==> config.mk <==
export PLATFORM = sky130hd
export DESIGN_NAME = trace_inserter
export DESIGN_NICKNAME = d
export VERILOG_FILES = /design/src/rtl/trace_ins_pkg.sv /design/src/rtl/trace_seq_ctrl.sv /design/src/rtl/trace_byte_fmt.sv /design/src/rtl/trace_byte_path.sv /design/src/rtl/trace_inserter.sv
export SDC_FILE = /design/constraint.sdc
export NUM_CORES = 1
export LEC_CHECK = 0
export ABC_AREA = 0
export BUFFER_PORTS_ARGS = -buffer_cell sky130_fd_sc_hd__buf_4
export CORE_MARGIN = 3
export CORE_UTILIZATION = 26
export DETAILED_ROUTE_END_ITERATION = 12
export GPL_TIMING_DRIVEN = 0
export SYNTH_ARGS = -nofsm -noshare
export SYNTH_HDL_FRONTEND = slang
export SYNTH_SLANG_ARGS = --single-unit
==> constraint.sdc <==
create_clock -name clk -period 8.1 [get_ports clk]
set_input_delay 2.025 -clock clk [delete_from_list [all_inputs] [get_ports clk]]
set_output_delay 2.025 -clock clk [all_outputs]
set_load 0.02 [all_outputs]
==> src/rtl/trace_ins_pkg.sv <==
package trace_ins_pkg;
  localparam int TRACE_LEN = 16;
  localparam int BYTE_W    = 8;
  localparam int POS_W     = $clog2(TRACE_LEN);
  localparam int ADDR_W    = POS_W + 1;
  localparam int CTRL_ADDR = TRACE_LEN;

  // working or staged control settings
  typedef struct packed {
    logic invertOut;
    logic lsbFirst;
    logic alignEn;
  } traceCtl_t;

  // strobes from sequencer to datapath
  typedef struct packed {
    logic             advance;
    logic             commit;
    logic [POS_W-1:0] pos;
  } seqCmd_t;
endpackage

==> src/rtl/trace_seq_ctrl.sv <==
module trace_seq_ctrl
  import trace_ins_pkg::*;
#(
  parameter int LEN = TRACE_LEN
) (
  input  logic    clk,
  input  logic    rstN,
  input  logic    frameStrobe,
  output seqCmd_t cmd
);
  localparam int PW = $clog2(LEN);
  localparam logic [PW-1:0] LAST_POS = PW'(LEN - 1);

  logic [PW-1:0] posQ;

  always_ff @(posedge clk) begin
    if (!rstN) begin
      posQ <= '0;
    end else if (frameStrobe) begin
      posQ <= (posQ == LAST_POS) ? '0 : posQ + 1'b1;
    end
  end

  always_comb begin
    cmd.advance = frameStrobe;
    cmd.commit  = frameStrobe && (posQ == '0);
    cmd.pos     = posQ;
  end
endmodule

==> src/rtl/trace_byte_fmt.sv <==
module trace_byte_fmt
  import trace_ins_pkg::*;
#(
  parameter int W = BYTE_W
) (
  input  logic [W-1:0] rawByte,
  input  traceCtl_t    ctl,
  input  logic         isFirst,
  output logic [W-1:0] outByte
);
  logic [W-1:0] marked;
  logic [W-1:0] reversed;
  logic [W-1:0] ordered;

  always_comb begin
    marked = rawByte;
    if (ctl.alignEn) marked[W-1] = isFirst;
  end

  genvar gi;
  generate
    for (gi = 0; gi < W; gi++) begin : gRev
      assign reversed[gi] = marked[W-1-gi];
    end
  endgenerate

  assign ordered = ctl.lsbFirst ? reversed : marked;
  assign outByte = ctl.invertOut ? ~ordered : ordered;
endmodule

==> src/rtl/trace_byte_path.sv <==
module trace_byte_path
  import trace_ins_pkg::*;
#(
  parameter int LEN = TRACE_LEN,
  parameter int W   = BYTE_W
) (
  input  logic                       clk,
  input  logic                       rstN,
  input  logic                       hostWrEn,
  input  logic [$clog2(LEN):0]       hostAddr,
  input  logic [W-1:0]               hostWrData,
  input  seqCmd_t                    cmd,
  output logic [W-1:0]               traceByte
);
  localparam int PW = $clog2(LEN);
  localparam int AW = PW + 1;

  logic [W-1:0] shadowMem [LEN];
  logic [W-1:0] activeMem [LEN];
  traceCtl_t    shadowCtl, activeCtl;

  logic         ctlSel;
  logic [W-1:0] srcByte;
  traceCtl_t    srcCtl;
  logic [W-1:0] fmtByte;

  assign ctlSel = hostWrEn && (hostAddr == AW'(LEN));

  genvar gi;
  generate
    for (gi = 0; gi < LEN; gi++) begin : gSlot
      logic slotSel;
      assign slotSel = hostWrEn && (hostAddr == AW'(gi));
      always_ff @(posedge clk) begin
        if (!rstN) begin
          shadowMem[gi] <= '0;
          activeMem[gi] <= '0;
        end else begin
          if (slotSel)    shadowMem[gi] <= hostWrData;
          if (cmd.commit) activeMem[gi] <= shadowMem[gi];
        end
      end
    end
  endgenerate

  always_ff @(posedge clk) begin
    if (!rstN) begin
      shadowCtl <= '0;
      activeCtl <= '0;
    end else begin
      if (ctlSel)     shadowCtl <= traceCtl_t'(hostWrData[2:0]);
      if (cmd.commit) activeCtl <= shadowCtl;
    end
  end

  // the committing strobe already uses the freshly staged set
  always_comb begin
    srcByte = cmd.commit ? shadowMem[cmd.pos] : activeMem[cmd.pos];
    srcCtl  = cmd.commit ? shadowCtl : activeCtl;
  end

  trace_byte_fmt #(.W(W)) u_fmt (
    .rawByte (srcByte),
    .ctl     (srcCtl),
    .isFirst (cmd.pos == '0),
    .outByte (fmtByte)
  );

  always_ff @(posedge clk) begin
    if (!rstN)            traceByte <= '0;
    else if (cmd.advance) traceByte <= fmtByte;
  end
endmodule

==> src/rtl/trace_inserter.sv <==
module trace_inserter
  import trace_ins_pkg::*;
#(
  parameter int LEN = TRACE_LEN,
  parameter int W   = BYTE_W
) (
  input  logic                 clk,
  input  logic                 rstN,
  input  logic                 hostWrEn,
  input  logic [$clog2(LEN):0] hostAddr,
  input  logic [W-1:0]         hostWrData,
  input  logic                 frameStrobe,
  output logic [W-1:0]         traceByte
);
  seqCmd_t seqCmd;

  trace_seq_ctrl #(.LEN(LEN)) u_ctrl (
    .clk         (clk),
    .rstN        (rstN),
    .frameStrobe (frameStrobe),
    .cmd         (seqCmd)
  );

  trace_byte_path #(.LEN(LEN), .W(W)) u_path (
    .clk        (clk),
    .rstN       (rstN),
    .hostWrEn   (hostWrEn),
    .hostAddr   (hostAddr),
    .hostWrData (hostWrData),
    .cmd        (seqCmd),
    .traceByte  (traceByte)
  );
endmodule

==> results of run 1 <==
Yosys cell counts, drive strengths merged (2+ instances only):
| cell type | number | area [µm²] |
|---|---|---|
| o311ai | 6 | 52.6 |
| nand3 | 2 | 10.0 |
| nor2 | 22 | 82.6 |
| a21oi | 2 | 10.0 |
| and3 | 129 | 807 |
| mux2 | 14 | 158 |
| and2 | 131 | 820 |
| inv | 2 | 7.51 |
| edfxtp | 256 | 7690 |
| buf | 14 | 90.1 |
| mux2i | 39 | 390 |
| a31oi | 2 | 12.5 |
| nand3b | 10 | 75.1 |
| ha | 2 | 25.0 |
| dfxtp | 22 | 440 |
| mux4 | 64 | 1440 |
| o22ai | 12 | 75.1 |
| o211ai | 2 | 15.0 |
| or2 | 2 | 12.5 |
| nand2 | 15 | 56.3 |
| nor2b | 11 | 68.8 |
| o21ai | 26 | 130 |
| nand2b | 9 | 56.3 |
| clkbuf | 48 | 180 |
placed cells by master (no fill, tap or decap), drive strengths merged, types with 6 or more instances in the layout:
cell type,instances
and3,129
buf,39
o311ai,6
o22ai,12
nand3b,10
nor2b,11
o21ai,26
nor2,22
dfxtp,22
edfxtp,256
and2,131
clkbuf,89
mux2i,39
mux2,14
nand2b,9
clkinv,8
mux4,64
nand2,15
per-layer routing:
metal | wire length (µm) | vias to the layer above
li1 | - | 3400
met1 | 13800 | 3686
met2 | 15100 | 272
met3 | 2250 | 53
met4 | 1350 | 0
met5 | 0 | -
flip-flops by register name, indices dropped and copies added (netlist names), named ones only:
| name | flops |
|---|---|
| u_path.activeMem | 128 |
| u_ctrl.posQ | 4 |
| u_path.shadowCtl | 3 |
| u_path.activeCtl | 3 |
| u_path.traceByte | 8 |
| u_path.shadowMem | 128 |
worst register-to-register path: cells and delay by family, from the launching register on:
family                     cells  cell delay (ns)
buffers and inverters          5             1.54
adders and majority gates      1             0.19
DFF                            1             0.34
and+or+nand+nor                2             0.97
where the power goes:
group | internal, µW | total (µW) | switching, µW
combinational | 155 | 382 | 227
sequential | 1680 | 1720 | 35.7
clock | 730 | 1260 | 533
total | 2570 | 3360 | 796
kinds of logic (layout without fill, tap and decap cells):
family	Yosys count	after routing	synth area share, %
multiplexers	117	117	15.5
flip-flops	278	278	63.5
AO/OA/AOI/OAI	55	55	2.66
XOR/XNOR	2	2	0.137
adder cells (fa/ha/maj)	2	2	0.196
AND/OR/NAND/NOR	335	335	15.8
buffers and inverters	64	141	2.17
worst min path at each step:
stage / slack, ns / startpoint / end / cells after the start
after floorplan: 0.50 / u_path.shadowCtl[1] / u_path.shadowCtl[1] / 2
after global placement: 0.47 / u_path.traceByte[0] / u_path.traceByte[0] / 2
after detailed placement: 0.46 / u_path.traceByte[0] / u_path.traceByte[0] / 2
after CTS: 0.47 / u_path.traceByte[0] / u_path.traceByte[0] / 2
after global routing: 0.53 / u_path.traceByte[0] / u_path.traceByte[0] / 2
final: 0.47 / u_path.traceByte[0] / u_path.traceByte[0] / 2
cell type report:
cell class / instances / area, µm² / share of cell area [%]
plain buffers: 62 / 270 / 1.83
flip-flops and latches: 278 / 8130 / 55.2
clock buffers: 41 / 821 / 5.57
inverters: 2 / 7.51 / 0.0510
repair buffers: 25 / 208 / 1.41
well taps: 656 / 821 / 5.57
clock inverters: 11 / 77.6 / 0.527
multi-input cells: 511 / 4400 / 29.9
stage by stage:
stage	hold slack [ns]	std cells	total power (µW)	utilization, %	cell area (µm²)
2_1_floorplan	0.503	853	1980	-	12800
3_3_place_gp	0.471	1533	2130	28.7	13800
3_5_place_dp	0.460	1534	2130	28.7	13800
4_1_cts	0.474	1586	3380	30.6	14700
5_1_grt	0.534	1586	3470	30.6	14700
6_report	0.467	1586	3360	30.6	14700
==> results.md, run 1 <==
- CTS Root Cell: clkbuf_16
- Power Dens Cells: 228 nW/µm²
- Pleak: 0.00541 µW
- Post-Syn Nets: 872
- EDFF count, synth: 256
- Post-synthesis sequential area ratio: 63.5%
- CP max stage cell: nand2b_4
- Number of remaining DRC errors: 0
- TritonCTS Buffers: 28
- Fillers: 4,721
- Largest net degree at the start of global routing: 76
- RR Startpoint: u_ctrl.posQ[0]
- Die span in y: 228 µm
- RSZ-0062 raised after global routing: no
- Initial antenna violation count: 1
- GRT Total Usage: 12.3%
- GR Util met2: 20.1%
- Later-pin clock latency in the skew report: 0.55 ns
- Bufs on Longest Clock Path: 3
- Crit path depth: 7
- Worst Path Buf+Inv: 5
- Setup slack at placement: 3.20 ns
- Port bufs: 24
- R2R setup slack: 4.66 ns
- Critical path required time: 8.31 ns
- Slew margin rel.: 9.57%
- CP delay by family, top: buffers and inverters
- Max-slew violations: 0
- Hpwl dp: 23,900 µm
- Final Cycle Share: 53.3%
- Synthesized cell area: 12,800 µm²
- First-pass GRT wire length: 49,000 µm
- Worst slew pin tran: 1.34 ns
- Grt met3 use: 1.91%
- Synth Instances: 853
- CP arrival: 4.53 ns
- Final Hold Fails: 0
- Crit end category: flip-flop
- Post-CTS Setup Bufs: 0
- Reg2reg path depth: 8
- Gpl congestion: 0.844
- Area Growth Syn to Fin: 15.1%
- Max_cap viols: 0
- Vias in the first global route: 7,670
- Core ar.: 48,100 µm²
- Outcome: finished, final reports clean
- Worst-path maximum fanout: 75
- Diodes inserted: 0
- Final layout net count: 927
- TNS Setup: 0 ns
- Hold_buf cts: 0
- Critical Path Source: frameStrobe
- Synth warnings: 0
- Setup CP Type: in -> reg
- Final setup vio count: 0
- Clk_skew: 0.0133 ns
- Final Critical Period: 4.32 ns
- H-Tree Depth: 1
- DR WL/cell: 20.5 µm
- Clk slew on worst S/H paths: 0.06 ns
- CTS sink cnt: 278
- Flops & latches, synth: 278
- CTS tree: built
- Fmax achieved: 0.231 GHz
- Max VDD drop: 171 µV
- Crit start category: input pin
- First-pass DRT Iterations: 6
- Met1 Use GR: 16.2%
- Top Ports: 25
- Worst Hold Class: reg -> reg
- CTS resizes: 0
- Most used DFF post-synth: edfxtp_1
- Antenna viol nets, final: 0
- Total gr overflow: 0
- Initial detailed-routing violation count: 684
- Final WL: 32,500 µm
- Synth cell types: 38
- Min setup slack post-route: 3.78 ns
- Num rows: 80
- Initial Utilization: 26.6%
- Syn avg cell area: 15.0 µm²
- Die W: 228 µm
- Critical Path, Cell by Cell: buf_4 -> nor4bb_1 -> buf_2 -> buf_2 -> clkbuf_1 -> nand2b_4 -> buf_16
- Share of cells above drive strength 1: 17.2%
- Vias per cell: 4.67
- Post-synth ARST share: 0%
- Most crowded layer after global routing: met2
- Cell mode on critical path: buf_2
- Total number of vias: 7,411
- Die area: 51,900 µm²
- Crit path to: u_path.activeMem[0][1]
- RR Endpoint: u_path.activeMem[0][1]
- Slowest stage delay, CP: 0.70 ns
Note: power is estimated with default switching activity, not from simulation.
==> run 2: changes to the inputs <==
ABC_AREA = 1   (was 0)
clock period = 3.5 ns   (was 8.1 ns; I/O delays follow)
==> run 2 against run 1 <==
Design area increased by 3.1%. Combinational power increased to 2.7 times the previous value. Sequential power increased by 130%. Critical endpoint is now u_path.activeMem[15][6]. Sequential cell count unchanged. Synthesized area increased by 2.7%. Die area increased by 2.6%. Synthesized cell count increased by 65%.
==> results.md, run 2 <==
- Outcome: finished, final reports clean (unchanged)
- Final layout net count: 1,489 (was 927)
- Vias per cell: 4.79 (was 4.67)
- Port bufs: 24 (unchanged)
- Most frequent cells in the layout: nor2_1, edfxtp_1, inv_1, nand3_1, nand2_1 (was edfxtp_1, and2_1, and3_1, mux4_2, clkbuf_1)
- Share of cells above drive strength 1: 9.32% (was 17.2%)
- Critical path required time: 3.74 ns (was 8.31 ns)
- Syn avg cell area: 9.31 µm² (was 15.0 µm²)
- Crit end category: flip-flop (unchanged)
- Vias in the first global route: 9,683 (was 7,670)
- Initial detailed-routing violation count: 1,447 (was 684)
- Post-synthesis sequential area ratio: 61.9% (was 63.5%)
- Area Growth Syn to Fin: 15.6% (was 15.1%)
- Later-pin clock latency in the skew report: 0.56 ns (was 0.55 ns)
- Fmax achieved: 0.368 GHz
- Number of remaining DRC errors: 0 (unchanged)
- Met1 Use GR: 22.3% (was 16.2%)
- Pleak: 0.00618 µW (was 0.00541 µW)
- Final WL: 44,700 µm (was 32,500 µm)
- H-Tree Depth: 1 (unchanged)
- Total gr overflow: 0 (unchanged)
- TritonCTS Buffers: 31 (was 28)
- Critical Path, Cell by Cell: buf_4 -> clkbuf_1 -> clkbuf_1 -> nand2_8 -> buf_16 (was buf_4 -> nor4bb_1 -> buf_2 -> buf_2 -> clkbuf_1 -> nand2b_4 -> buf_16)
- CTS tree: built (unchanged)
- Worst slew pin tran: 0.887 ns (was 1.34 ns)
- Top-count cell post-synth: nor2_1 (was edfxtp_1)
- Synthesized cell area: 13,100 µm² (was 12,800 µm²)
- Power Dens Cells: 542 nW/µm² (was 228 nW/µm²)
- First-pass DRT Iterations: 5 (was 6)
- Post-CTS Setup Bufs: 0 (unchanged)
- CP arrival: 2.95 ns (was 4.53 ns)
- Initial Utilization: 26.6% (about the same)
- Synth Instances: 1,411 (was 853)
- Final Hold Fails: 0 (unchanged)
- Flops & latches, synth: 278 (unchanged)
- Slowest stage delay, CP: 0.61 ns (was 0.70 ns)
- Num rows: 81 (was 80)
- Post-Syn Nets: 1,430 (was 872)
- RSZ-0062 raised after global routing: no (unchanged)
- Total number of vias: 10,300 (was 7,411)
- Post-layout util: 30.7% (was 30.6%)
- Grt met3 use: 2.58% (was 1.91%)
- Largest net degree at the start of global routing: 102 (was 76)
- Top Ports: 25 (unchanged)
- Synth top area share: 58.5% (was 60.1%)
- Yosys top cell by area: edfxtp_1 (unchanged)
- Clk slew on worst S/H paths: 0.06 ns (about the same)
- Top cells by area, synth: edfxtp_1, nor2_1, nand3_1 (was edfxtp_1, mux4_2, and2_1)
- Bufs on Longest Clock Path: 3 (unchanged)
- Final setup vio count: 0 (unchanged)
- Synth warnings: 0 (unchanged)
- DR WL/cell: 20.7 µm (was 20.5 µm)
- Diodes inserted: 0 (unchanged)
- Clk_skew: 0.0114 ns (was 0.0133 ns)
- Max VDD drop: 325 µV (was 171 µV)
- Most frequent cells after synthesis: nor2_1, edfxtp_1, inv_1, nand3_1, nand2_1 (was edfxtp_1, and2_1, and3_1, mux4_2, clkbuf_1)
- Slew margin rel.: 40.4% (was 9.57%)
- Most crowded layer after global routing: met2 (unchanged)
- CTS Root Cell: clkbuf_16 (unchanged)
- Setup CP Type: in -> reg (unchanged)
- Setup slack at placement: 0.193 ns (was 3.20 ns)
- Overall Power: 8230 µW (was 3360 µW)
- Antenna viol nets, final: 0 (unchanged)
- Initial antenna violation count: 0 (was 1)
- Max_cap viols: 0 (unchanged)
- Core ar.: 49,500 µm² (was 48,100 µm²)
- Final Cycle Share: 77.6%
- Commonest non-fill, non-tap cell in the layout: nor2_1 (was edfxtp_1)
- Hpwl dp: 33,300 µm (was 23,900 µm)
- Post-synth ARST share: 0% (unchanged)
- Crit start category: input pin (unchanged)
- GRT Total Usage: 16.3% (was 12.3%)
- Worst-path maximum fanout: 101 (was 75)
- Gpl congestion: 0.939 (was 0.844)
- Final Critical Period: 2.72 ns
- Die W: 231 µm (was 228 µm)
- Die area: 53,300 µm² (was 51,900 µm²)
- Largest regs: u_path.activeMem x128, u_path.shadowMem x128, u_path.traceByte x8 (unchanged)
- TNS Setup: 0 ns (unchanged)
- Most used DFF post-synth: edfxtp_1 (unchanged)
- CP max stage cell: clkbuf_1 (was nand2b_4)
- Worst Hold Class: reg -> reg (unchanged)
- GR Util met2: 26.5% (was 20.1%)
- Die span in y: 231 µm (was 228 µm)
- Synth cell types: 30 (was 38)
- EDFF count, synth: 256 (unchanged)
- First-pass GRT wire length: 64,600 µm (was 49,000 µm)
- Min setup slack post-route: 0.784 ns (was 3.78 ns)
- Cell mode on critical path: clkbuf_1 (was buf_2)
- Worst hold slack: 0.527 ns (was 0.467 ns)
- Max-slew violations: 0 (unchanged)
- CTS resizes: 0 (unchanged)
- CTS sink cnt: 278 (unchanged)
- Hold_buf cts: 0 (unchanged)
## run 2: changes by cell type after synthesis, sizes merged, moves of 21 or more
| cell | change |
|---|---|
| o21ai | +79 |
| nand2 | +110 |
| clkbuf | -21 |
| and3 | -129 |
| a21oi | +44 |
| nand3 | +162 |
| and2 | -131 |
| o211ai | +23 |
| inv | +179 |
| nor2 | +366 |
| mux4 | -64 |
| buf | +43 |
| mux2i | -39 |
## run 2: layout make-up
class / instances / area (µm²)
timing repair buffer: 26 / 215
clock buffer: 41 / 813
inverter: 183 / 689
fill: 5210 / 34300
buffer: 84 / 485
sequential: 278 / 8130
tap: 664 / 831
multi-input combinational: 866 / 3850
clock inverter: 14 / 173
## run 2: worst paths after layout
path / start / depth (start not counted) / end / slack (ns)
worst min-delay path: u_ctrl.posQ[0] / 2 / u_ctrl.posQ[0] / 0.53
worst max register to register: u_ctrl.posQ[0] / 6 / u_path.activeMem[15][6] / 0.98
worst max-delay path: rstN / 5 / u_path.activeMem[15][6] / 0.78
worst min register to register: u_ctrl.posQ[0] / 2 / u_ctrl.posQ[0] / 0.53
## run 2: where the power goes
group	internal (µW)	switching [µW]
clock network	1910	1310
registers	3880	98.6
logic	281	745
total	6080	2150
## run 2: critical path: cells and delay by family
kind	cells	cell delay (ns)
buffers and inverters	4	1.73
AND/OR/NAND/NOR	1	0.27
## run 2: stage by stage
stage / instances / instance area (µm²)
after floorplan: 1411 / 13100
after global placement: 2099 / 14100
after detailed placement: 2100 / 14200
after CTS: 2155 / 15200
after global routing: 2156 / 15200
final: 2156 / 15200
## run 2: cell families after synthesis
family | synth area share (%)
AO/OA/AOI/OAI | 7.35
buffers and inverters | 8.94
AND/OR/NAND/NOR | 21.6
XOR/XNOR | 0.0667
adder cells (fa/ha/maj) | 0.190
flip-flops | 61.9
## run 2: per-layer routing
layer  up-vias  part of all wire (%)
met3        82                   8.4
met4         0                   3.3
li1       4764                     -
met2       544                    45
met1      4927                    43
met5         -                     0
==> run 3: changes to the inputs <==
clock period = 2.35 ns   (was 3.5 ns; I/O delays follow)
==> run 3 against run 2 <==
Clock skew increased by 0.012 ns. Register-to-register slack worse by 0.94 ns. Die area did not move. Clock power grew 59%. Sequential cell count unchanged. Worst hold slack got worse by 0.18 ns. Design area rose by 0.80%. Power rose by 53%. First-iteration DRC count fell by 15%. Critical endpoint is now u_path.traceByte[5].
==> results.md, run 3 (same netlist as run 2, synthesis figures left out) <==
- Outcome: finished, final reports clean (unchanged)
- Largest regs: u_path.activeMem x128, u_path.shadowMem x128, u_path.traceByte x8 (unchanged)
- Cells after DPL: 2,099 (was 2,100)
- Reg2reg path depth: 12 (was 6)
- Post-layout util: 30.9% (was 30.7%)
- DP Area: 14,200 µm² (about the same)
- CTS Root Cell: clkbuf_16 (unchanged)
- Setup slack at placement: -0.903 ns (was 0.193 ns)
- Slowest stage delay, CP: 0.35 ns (was 0.61 ns)
- TritonCTS Buffers: 31 (unchanged)
- Final Critical Period: 2.31 ns
- Critical Path, Cell by Cell: buf_2 -> buf_6 -> buf_2 -> o211ai_1 -> nand3_1 -> nand3_1 -> nand3_1 -> nand3_1 -> nand3_1 -> nand3_1 -> nand2_1 -> inv_1 (was buf_4 -> clkbuf_1 -> clkbuf_1 -> nand2_8 -> buf_16)
- Worst-path maximum fanout: 10 (was 101)
- Initial Utilization: 26.6% (unchanged)
- Most frequent cells in the layout: nor2_1, edfxtp_1, inv_1, nand3_1, nand2_1 (unchanged)
- Die W: 231 µm (unchanged)
- Die area: 53,300 µm² (unchanged)
- Diodes inserted: 0 (unchanged)
- Design area: 15,300 µm² (was 15,200 µm²)
- Core ar.: 49,500 µm² (unchanged)
- Final Cycle Share: 98.3%
- Hold_buf cts: 0 (unchanged)
- Commonest non-fill, non-tap cell in the layout: nor2_1 (unchanged)
- Initial detailed-routing violation count: 1,228 (was 1,447)
- Vias per cell: 4.73 (was 4.79)
- Vias in the first global route: 9,562 (was 9,683)
- Max VDD drop: 545 µV (was 325 µV)
- CP arrival: 2.80 ns (was 2.95 ns)
- Largest net degree at the start of global routing: 65 (was 102)
- Crit start category: flip-flop (was input pin)
- Slew margin rel.: 41.3% (was 40.4%)
- First-pass GRT wire length: 64,600 µm (about the same)
- Area Growth Syn to Fin: 16.5% (was 15.6%)
- Die span in y: 231 µm (unchanged)
- CP max stage cell: buf_2 (was clkbuf_1)
- RSZ-0062 raised after global routing: yes (was no)
- Fmax achieved: 0.433 GHz
- Clk slew on worst S/H paths: 0.07 ns (was 0.06 ns)
- Total gr overflow: 0 (unchanged)
- DR WL/cell: 20.6 µm (was 20.7 µm)
- Worst slew pin tran: 0.875 ns (was 0.887 ns)
- Number of remaining DRC errors: 0 (unchanged)
- Final setup vio count: 0 (unchanged)
- Final Hold Fails: 0 (unchanged)
- Initial antenna violation count: 0 (unchanged)
- Clk_skew: 0.0236 ns (was 0.0114 ns)
- Bufs on Longest Clock Path: 3 (unchanged)
- Power Dens Cells: 824 nW/µm² (was 542 nW/µm²)
- H-Tree Depth: 1 (unchanged)
- Fillers: 5,271 (was 5,210)
- Post-CTS Setup Bufs: 0 (unchanged)
- Antenna viol nets, final: 0 (unchanged)
- Hold path depth: 3 (was 2)
- Overall Power: 12,600 µW (was 8230 µW)
- GRT Total Usage: 16.5% (was 16.3%)
- Hpwl dp: 33,200 µm (was 33,300 µm)
- Top Ports: 25 (unchanged)
- First-pass DRT Iterations: 5 (unchanged)
- Min setup slack post-route: 0.0397 ns (was 0.784 ns)
- Share of cells above drive strength 1: 11.0% (was 9.32%)
- Crit end category: flip-flop (unchanged)
- Max-slew violations: 0 (unchanged)
- Final WL: 44,600 µm (was 44,700 µm)
- CTS tree: built (unchanged)
- Num rows: 81 (unchanged)
- Non-filler cells, final: 2,158 (was 2,156)
- Critical path required time: 2.84 ns (was 3.74 ns)
- Port bufs: 24 (unchanged)
- CTS sink cnt: 278 (unchanged)
- Gpl congestion: 0.974 (was 0.939)
- Setup CP Type: reg -> reg (was in -> reg)
- Total number of vias: 10,200 (was 10,300)
- Cell mode on critical path: nand3_1 (was clkbuf_1)
- Max_cap viols: 0 (unchanged)
- Worst Hold Class: in -> reg (was reg -> reg)
- Final layout net count: 1,488 (was 1,489)
- Pleak: 0.00627 µW (was 0.00618 µW)
- Later-pin clock latency in the skew report: 0.59 ns (was 0.56 ns)
[run 3: cell types whose count changed in the layout (fill, tap and decap cells not counted), sizes merged]
cell | before | now
clkinvlp | 3 | 4
bufinv | 4 | 5
buf | 82 | 75
inv | 181 | 183
clkinv | 9 | 13
nand2 | 125 | 126
[run 3: area by class of cell]
type / count / area (µm²) / share of cell area, %
Timing Repair Buffer: 24 / 180 / 1.18
Buffer: 84 / 522 / 3.41
Clock inverter: 22 / 251 / 1.64
Multi-Input combinational cell: 867 / 3880 / 25.3
Clock buffer: 36 / 825 / 5.39
Sequential cell: 278 / 8130 / 53.1
Tap cell: 664 / 831 / 5.43
Inverter: 183 / 689 / 4.50
[run 3: report_power, final]
part	internal (µW)	switching, µW	total (µW)
Combinational	423	1140	1560
Clock	3060	2070	5130
Sequential	5780	147	5930
[run 3: stage by stage]
step	setup TNS, ns	hold WS (ns)
after CTS	0	0.330
after global routing	-0.0356	0.374
after global placement	-147.61	0.511
final	0	0.344
after floorplan	0	0.425
after detailed placement	-160.57	0.516
[run 3: worst paths after layout]
check,startpoint,to,slack [ns]
worst min-delay path,hostWrEn,u_path.shadowCtl[0],0.34
worst min register to register,u_ctrl.posQ[0],flip-flop,0.52
worst max register to register,flip-flop,u_path.traceByte[5],0.04
worst max-delay path,flip-flop,u_path.traceByte[5],0.04
[run 3: repair_timing]
action                                  CTS  global route
pin swaps                                 1             2
gates cloned                              1             0
endpoints found under the setup margin  163            14
endpoints found under the hold margin     0             0
resized for setup                        11            21
[run 3: critical path: cells and delay by family, from the launching register on]
kind / cells / cell delay [ns]
simple gates: 7 / 1.00
flops: 1 / 0.31
compound gates: 1 / 0.17
buf+inv: 4 / 0.72
[run 3: metal layers]
layer / track usage [%] / part of all wire (%) / vias to the layer above / wire length, µm
li1: - / - / 4779 / -
met1: 23.0 / 45 / 4911 / 19900
met2: 26.1 / 44 / 429 / 19800
met3: 2.64 / 7.6 / 80 / 3400
met4: 5.60 / 3.3 / 0 / 1490
met5: 0 / 0 / - / 0
